File: src/rtl/mstb_pkg.sv
// Package: shared register map constants and types for the timer bank.
// Assumes a byte-wide register port; addresses are compared as integers.
package mstb_pkg;
    typedef logic [7:0] reg_byte_t;

    localparam int ADDR_EN   = 'h07;
    localparam int ADDR_CLR  = 'h08;
    localparam int ADDR_FLAG = 'h09;
    localparam int IVL_BASE  = 'h0A;
    localparam int BYTE_W    = 8;
endpackage

File: src/rtl/mstb_prescaler.sv
// Module: mstb_prescaler
// Divides the system clock into a one-cycle strobe every TICK_DIV cycles.
// Assumes TICK_DIV >= 2. The strobe is high while the counter holds its last value.
module mstb_prescaler #(
    parameter int TICK_DIV = 125000
) (
    input  logic clk,
    input  logic rst_n,
    output logic tick
);
    localparam int DIV_W = $clog2(TICK_DIV);
    localparam logic [DIV_W-1:0] LAST = DIV_W'(TICK_DIV - 1);

    logic [DIV_W-1:0] div_q;

    assign tick = (div_q == LAST);

    // Wrapping divide counter.
    always_ff @(posedge clk) begin
        if (!rst_n)    div_q <= '0;
        else if (tick) div_q <= '0;
        else           div_q <= div_q + DIV_W'(1);
    end

    // the strobe lasts a single cycle.
    a_r3_tick_single: assert property (@(posedge clk) disable iff (!rst_n)
        tick |=> !tick);
endmodule

File: src/rtl/mstb_channel.sv
// Module: mstb_channel
// One interval timer. It stores its interval (written one byte at a time), counts
// strobes, and keeps a done flag and a saturating expiration count.
// Assumes IVL_W is a multiple of 8. Byte 0 is the most significant byte.
module mstb_channel #(
    parameter int IVL_W = 32,
    parameter int CNT_W = 8
) (
    input  logic               clk,
    input  logic               rst_n,
    input  logic               tick,
    input  logic               clr,
    input  logic [IVL_W/8-1:0] byte_we,
    input  logic [7:0]         wdata,
    output logic [IVL_W-1:0]   interval,
    output logic               flag,
    output logic [CNT_W-1:0]   hits
);
    localparam int NBYTES = IVL_W / 8;
    localparam logic [CNT_W-1:0] HITS_MAX = '1;

    logic [IVL_W-1:0] elapsed_q;
    logic             active;
    logic             expire;

    assign active = (interval != '0);
    assign expire = tick && active &&
                    (({1'b0, elapsed_q} + (IVL_W+1)'(1)) >= {1'b0, interval});

    // Interval storage, byte-addressed, most significant byte first.
    always_ff @(posedge clk) begin
        if (!rst_n) begin
            interval <= '0;
        end else begin
            for (int b = 0; b < NBYTES; b++) begin
                if (byte_we[b]) interval[IVL_W-1-8*b -: 8] <= wdata;
            end
        end
    end

    // Strobe counter: held at 0 when idle, reloads on expiration.
    always_ff @(posedge clk) begin
        if (!rst_n || !active) elapsed_q <= '0;
        else if (expire)       elapsed_q <= '0;
        else if (tick)         elapsed_q <= elapsed_q + IVL_W'(1);
    end

    // Done flag: an expiration outranks a clear on the same edge.
    always_ff @(posedge clk) begin
        if (!rst_n)      flag <= 1'b0;
        else if (expire) flag <= 1'b1;
        else if (clr)    flag <= 1'b0;
    end

    // Saturating expiration count; a clear that meets an expiration leaves 1.
    always_ff @(posedge clk) begin
        if (!rst_n)                    hits <= '0;
        else if (clr && expire)        hits <= CNT_W'(1);
        else if (clr)                  hits <= '0;
        else if (expire && hits != HITS_MAX) hits <= hits + CNT_W'(1);
    end

    // an idle timer never raises its flag.
    a_r6_idle_quiet: assert property (@(posedge clk) disable iff (!rst_n)
        (interval == '0 && !flag && !clr) |=> !flag);
    // the count stays at its ceiling.
    a_r5_hits_saturate: assert property (@(posedge clk) disable iff (!rst_n)
        (hits == HITS_MAX && !clr) |=> hits == HITS_MAX);
    // a clear without a strobe empties the flag and the count.
    a_r7_clear_empties: assert property (@(posedge clk) disable iff (!rst_n)
        (clr && !tick) |=> (!flag && hits == '0));
    // an expiration beats a simultaneous clear.
    a_r8_expire_wins: assert property (@(posedge clk) disable iff (!rst_n)
        (clr && expire) |=> (flag && hits == CNT_W'(1)));
    // each unsaturated expiration adds exactly one.
    a_r4_hits_step: assert property (@(posedge clk) disable iff (!rst_n)
        (expire && !clr && hits != HITS_MAX) |=> hits == $past(hits) + CNT_W'(1));
endmodule

File: src/rtl/ms_timer_bank.sv
// Module: ms_timer_bank
// Top of the timer bank. It decodes the byte register port, holds the enable and
// clear registers, builds the clear strobes and the combined interrupt, and
// instantiates the prescaler and N_TMR channels.
// Assumes N_TMR <= 8, so each per-timer register fits in one byte.
module ms_timer_bank
    import mstb_pkg::*;
#(
    parameter int TICK_DIV = 125000,
    parameter int N_TMR    = 8,
    parameter int IVL_W    = 32,
    parameter int CNT_W    = 8
) (
    input  logic       clk,
    input  logic       rst_n,
    input  logic [7:0] reg_addr,
    input  logic [7:0] reg_wdata,
    input  logic       wr_en,
    input  logic       rd_en,
    output logic [7:0] rd_data,
    output logic       irq
);
    localparam int IVL_BYTES = IVL_W / BYTE_W;
    localparam int CNT_BASE  = IVL_BASE + N_TMR * IVL_BYTES;

    logic                 tick;
    logic [N_TMR-1:0]     en_q;
    reg_byte_t            clr_q;
    logic [N_TMR-1:0]     clr_pulse;
    logic [N_TMR-1:0]     flags;
    logic [IVL_W-1:0]     ivl   [N_TMR];
    logic [CNT_W-1:0]     hits  [N_TMR];
    reg_byte_t            rd_mux;
    logic                 wr_clr;

    mstb_prescaler #(.TICK_DIV(TICK_DIV)) i_presc (
        .clk   (clk),
        .rst_n (rst_n),
        .tick  (tick)
    );

    assign wr_clr = wr_en && (int'(reg_addr) == ADDR_CLR);

    for (genvar i = 0; i < N_TMR; i++) begin : g_tmr
        logic [IVL_BYTES-1:0] byte_we;
        for (genvar b = 0; b < IVL_BYTES; b++) begin : g_byte
            assign byte_we[b] = wr_en &&
                (int'(reg_addr) == IVL_BASE + IVL_BYTES * i + b);
        end
        assign clr_pulse[i] = wr_clr && reg_wdata[i];

        mstb_channel #(.IVL_W(IVL_W), .CNT_W(CNT_W)) i_chan (
            .clk      (clk),
            .rst_n    (rst_n),
            .tick     (tick),
            .clr      (clr_pulse[i]),
            .byte_we  (byte_we),
            .wdata    (reg_wdata),
            .interval (ivl[i]),
            .flag     (flags[i]),
            .hits     (hits[i])
        );
    end

    // Enable and clear registers; the clear register keeps what was written.
    always_ff @(posedge clk) begin
        if (!rst_n) begin
            en_q  <= '0;
            clr_q <= '0;
        end else if (wr_en) begin
            if (int'(reg_addr) == ADDR_EN) en_q  <= reg_wdata[N_TMR-1:0];
            if (wr_clr)                    clr_q <= reg_wdata;
        end
    end

    // Read multiplexer over the whole map; unmapped addresses give 0.
    always_comb begin
        rd_mux = '0;
        if (int'(reg_addr) == ADDR_EN)   rd_mux = BYTE_W'(en_q);
        if (int'(reg_addr) == ADDR_CLR)  rd_mux = clr_q;
        if (int'(reg_addr) == ADDR_FLAG) rd_mux = BYTE_W'(flags);
        for (int i = 0; i < N_TMR; i++) begin
            for (int b = 0; b < IVL_BYTES; b++) begin
                if (int'(reg_addr) == IVL_BASE + IVL_BYTES * i + b)
                    rd_mux = ivl[i][IVL_W-1-8*b -: 8];
            end
            if (int'(reg_addr) == CNT_BASE + i) rd_mux = BYTE_W'(hits[i]);
        end
    end

    // Registered read data, held between reads.
    always_ff @(posedge clk) begin
        if (!rst_n)     rd_data <= '0;
        else if (rd_en) rd_data <= rd_mux;
    end

    // Combined interrupt.
    assign irq = |(flags & en_q);

    // clearing every timer away from a strobe drops the interrupt next cycle.
    a_r9_irq_drop: assert property (@(posedge clk) disable iff (!rst_n)
        (wr_clr && reg_wdata == 8'hFF && !tick) |=> !irq);
    // a write to the flag address never sets a flag without a strobe.
    a_r10_flag_ro: assert property (@(posedge clk) disable iff (!rst_n)
        (wr_en && int'(reg_addr) == ADDR_FLAG && !tick) |=> (flags & ~$past(flags)) == '0);
    // read data holds when no read is requested.
    a_r11_rd_hold: assert property (@(posedge clk) disable iff (!rst_n)
        !rd_en |=> $stable(rd_data));
endmodule

File: config.mk
export PLATFORM = sky130hd
export DESIGN_NAME = ms_timer_bank
export DESIGN_NICKNAME = d
export VERILOG_FILES = /design/src/rtl/mstb_pkg.sv /design/src/rtl/mstb_prescaler.sv /design/src/rtl/mstb_channel.sv /design/src/rtl/ms_timer_bank.sv
export SDC_FILE = /design/constraint.sdc
export NUM_CORES = 2
export LEC_CHECK = 0
export ABC_AREA = 1
export BUFFER_PORTS_ARGS = -buffer_cell sky130_fd_sc_hd__clkbuf_2
export CORE_AREA = 8 8 283 285
export CTS_BUF_LIST = sky130_fd_sc_hd__clkbuf_2
export DETAILED_ROUTE_END_ITERATION = 16
export DIE_AREA = 0 0 291 293
export PLACE_DENSITY = 0.65
export SYNTH_ARGS = -nofsm -noshare
export SYNTH_HDL_FRONTEND = slang
export SYNTH_SLANG_ARGS = --single-unit
File: constraint.sdc
create_clock -name clk -period 8.7 [get_ports clk]
set_input_delay 1.305 -clock clk [delete_from_list [all_inputs] [get_ports clk]]
set_output_delay 1.305 -clock clk [all_outputs]
set_load 0.005 [all_outputs]
==> out/summary.txt <==
outcome: complete, no violations
largest net degree at the start of global routing: 104
Synth top area share: 0.334
HPWL Detailed: 77.7 mm
Critical Path End Type: register
Critical path buffers and inverters: 7
I/O pin cnt: 29
Req. time, crit path: 10.03 ns
global-route congestion overflow total: 0
total power: 5.18 mW
fill count: 7635
CTS resizes: 0
predominant post-synthesis flop cell: dfxtp_1
Syn Area/Cell: 6.95 um2
wire length per cell: 16.6 um
Fin. Hold Viols: 0
Finished Layout Cells: 6529
pins over their slew limit: 0
Seq pwr share: 0.553
Crit path max-delay family: simple AND/OR/NAND/NOR gates
TritonCTS clock tree: done
register area: 12500 um2
Post-synth ARST share: 0
unrepaired setup endpoints after global routing: no
largest cells by area after synthesis: dfxtp_1 33%, nand2_1 11%, ha_1 9.1%
Clock transition at path regs: 0.12 ns
pwr dens: 130 nW/um2
ANT nets after route: 0
Clock Power Share: 0.411
largest stage delay on the critical path: 0.40 ns
pre-CTS WS: 3.44 ns
Mapped Nets: 5686
clk buf depth: 3
Total Wirelength: 108 mm
routability cong.: 0.949
Syn Inst Count: 5393
area added between synthesis and finish: 6.29%
Via density: 5.43
Placed Instance Area: 38300 um2
CTS Root Cell: clkbuf_2
Post-CTS Setup Bufs: 0
fin worst setup slack: 3.31 ns
setup violators final: 0
most common cell after layout, fill and taps aside: nand2_1
worst slew pin tran: 1.15 ns
drt pass-1 iters: 6
Post-Syn Area: 37500 um2
Seq/Total Area, Yosys: 0.334
Unique masters post-synth: 66
CP Launch Type: register
clk_skew: 0.125 ns
GR Util All Layers: 0.246
full die area: 85300 um2
Pint: 3.72 mW
share of post-route cells with drive strength above 1: 0.0770
Die W: 291 um
Port Buf Inserts: 28
most frequent cells in the layout: 1123 x nand2_1, 777 x inv_1, 660 x a21oi_1
hold_ws: 0.329 ns
fmax: 186 MHz
sw frac: 0.282
Final Util: 0.528
CTS buffer count: 173
Max VDD drop: 0.0948 mV
initial antenna violation count: 3
Hold WC Path Type: primary input to register
clk sinks: 625
DRC errors left: 0
final setup TNS: 0 ns
critical path's slowest cell: dfxtp_1
Cell Rows: 101
Vias: 35400
Die Ht: 293 um
Setup CP Type: register to register
Tcrit/Tclk final: 0.619
Net Sw Power: 1.46 mW
combinational power share: 0.036
Initial Utilization: 0.497
relative slew slack: 0.233
area leader, netlist: dfxtp_1
Clk Latency, worst-skew pair: 1.46 ns
multi-input logic area: 21300 um2
number of DRC markers in iteration 0: 2510
Ys Warns: 0
number of synthesized flops with an enable pin: 0
Post-Place Cells: 6239
crit path time final: 5.39 ns
#FFs+latches synth: 625
Core ar.: 75400 um2
Final Cell Area: 39800 um2
max-cap viol count: 0
Pleak: 15.9 nW
WP data arrival: 6.72 ns
H-tree depth: 4
first-pass GRT wire length: 174 mm
crit path max fanout: 5
# nets final: 5729
vias in the first global route: 33400
# hold bufs at CTS: 0
path summary, 6_finish.rpt:
kind              slack, ns                    startpoint                 endpoint  cells past startpoint
setup reg to reg       3.31  g_tmr[5].i_chan.elapsed_q[0]  g_tmr[5].i_chan.hits[7]                     35
hold reg to reg        0.45              i_presc.div_q[0]         i_presc.div_q[0]                      1
setup / recovery       3.31  g_tmr[5].i_chan.elapsed_q[0]  g_tmr[5].i_chan.hits[7]                     35
hold / removal         0.33                         rd_en               rd_data[6]                      5
synth_stat cells (15+ instances only):
cell type,count
clkbuf_1,165
ha_1,273
nor2_2,24
nand2_1,1123
nand4_1,149
o21ai_0,378
dfxtp_1,625
a211oi_1,81
xnor2_1,41
inv_1,779
buf_1,17
nor3_1,82
xor2_1,202
nand3_1,146
nor2_1,373
a21oi_1,660
inv_2,15
nor4_1,77
nand3_2,16
kinds of logic (layout without fill, tap and decap cells):
kind of cell / after synthesis / after routing / share of synthesized area
AO/OA/AOI/OAI: 1194 / 1194 / 0.170
XOR/XNOR: 243 / 243 / 0.0568
adder cells (fa/ha/maj): 273 / 273 / 0.0912
buffers and inverters: 982 / 1132 / 0.0992
flip-flops: 625 / 625 / 0.334
other: 0 / 8 / 0
AND/OR/NAND/NOR: 2076 / 2076 / 0.249
metal layers:
metal  up-vias  wire [um]  global-route usage
li1      18000          -                   -
met1     16100      47200               0.311
met2      1090      50100               0.417
met3       250       7410              0.0433
met4         0       3520              0.0992
met5         -          0                   0
sequential cells by signal, indices dropped and copies added (netlist names):
name / flops
g_tmr.i_chan.interval: 256
g_tmr.i_chan.hits: 64
rd_data: 8
g_tmr.i_chan.flag: 8
i_presc.div_q: 17
g_tmr.i_chan.elapsed_q: 256
en_q: 8
clr_q: 8
worst reg2reg max path, delay by kind of cell (launching register included):
family | cells | cell delay (ns)
buffers and inverters | 7 | 0.54
and+or+nand+nor | 24 | 3.70
AOI/OAI and AO/OA | 2 | 0.25
xor gates and xnor gates | 1 | 0.14
adders and majority gates | 1 | 0.27
DFF | 1 | 0.40
power by group through the flow:
stage | clock network, mW | registers [mW] | logic, mW
floorplan | 0 | 2.93 | 0.114
global placement | 0 | 2.93 | 0.179
detailed placement | 0 | 2.93 | 0.180
CTS | 2.19 | 2.87 | 0.181
global route | 2.35 | 2.87 | 0.202
finish | 2.13 | 2.87 | 0.186
cell type report:
class,count,share of cell area
repair buffers,53,0.00839
clock buffers,231,0.0290
flip-flops and latches,625,0.314
well taps,978,0.0307
inverters,797,0.0753
diodes,8,0.000503
multi-input cells,3786,0.534
clock inverters,51,0.00823
Note: power is estimated with default switching activity, not from simulation.
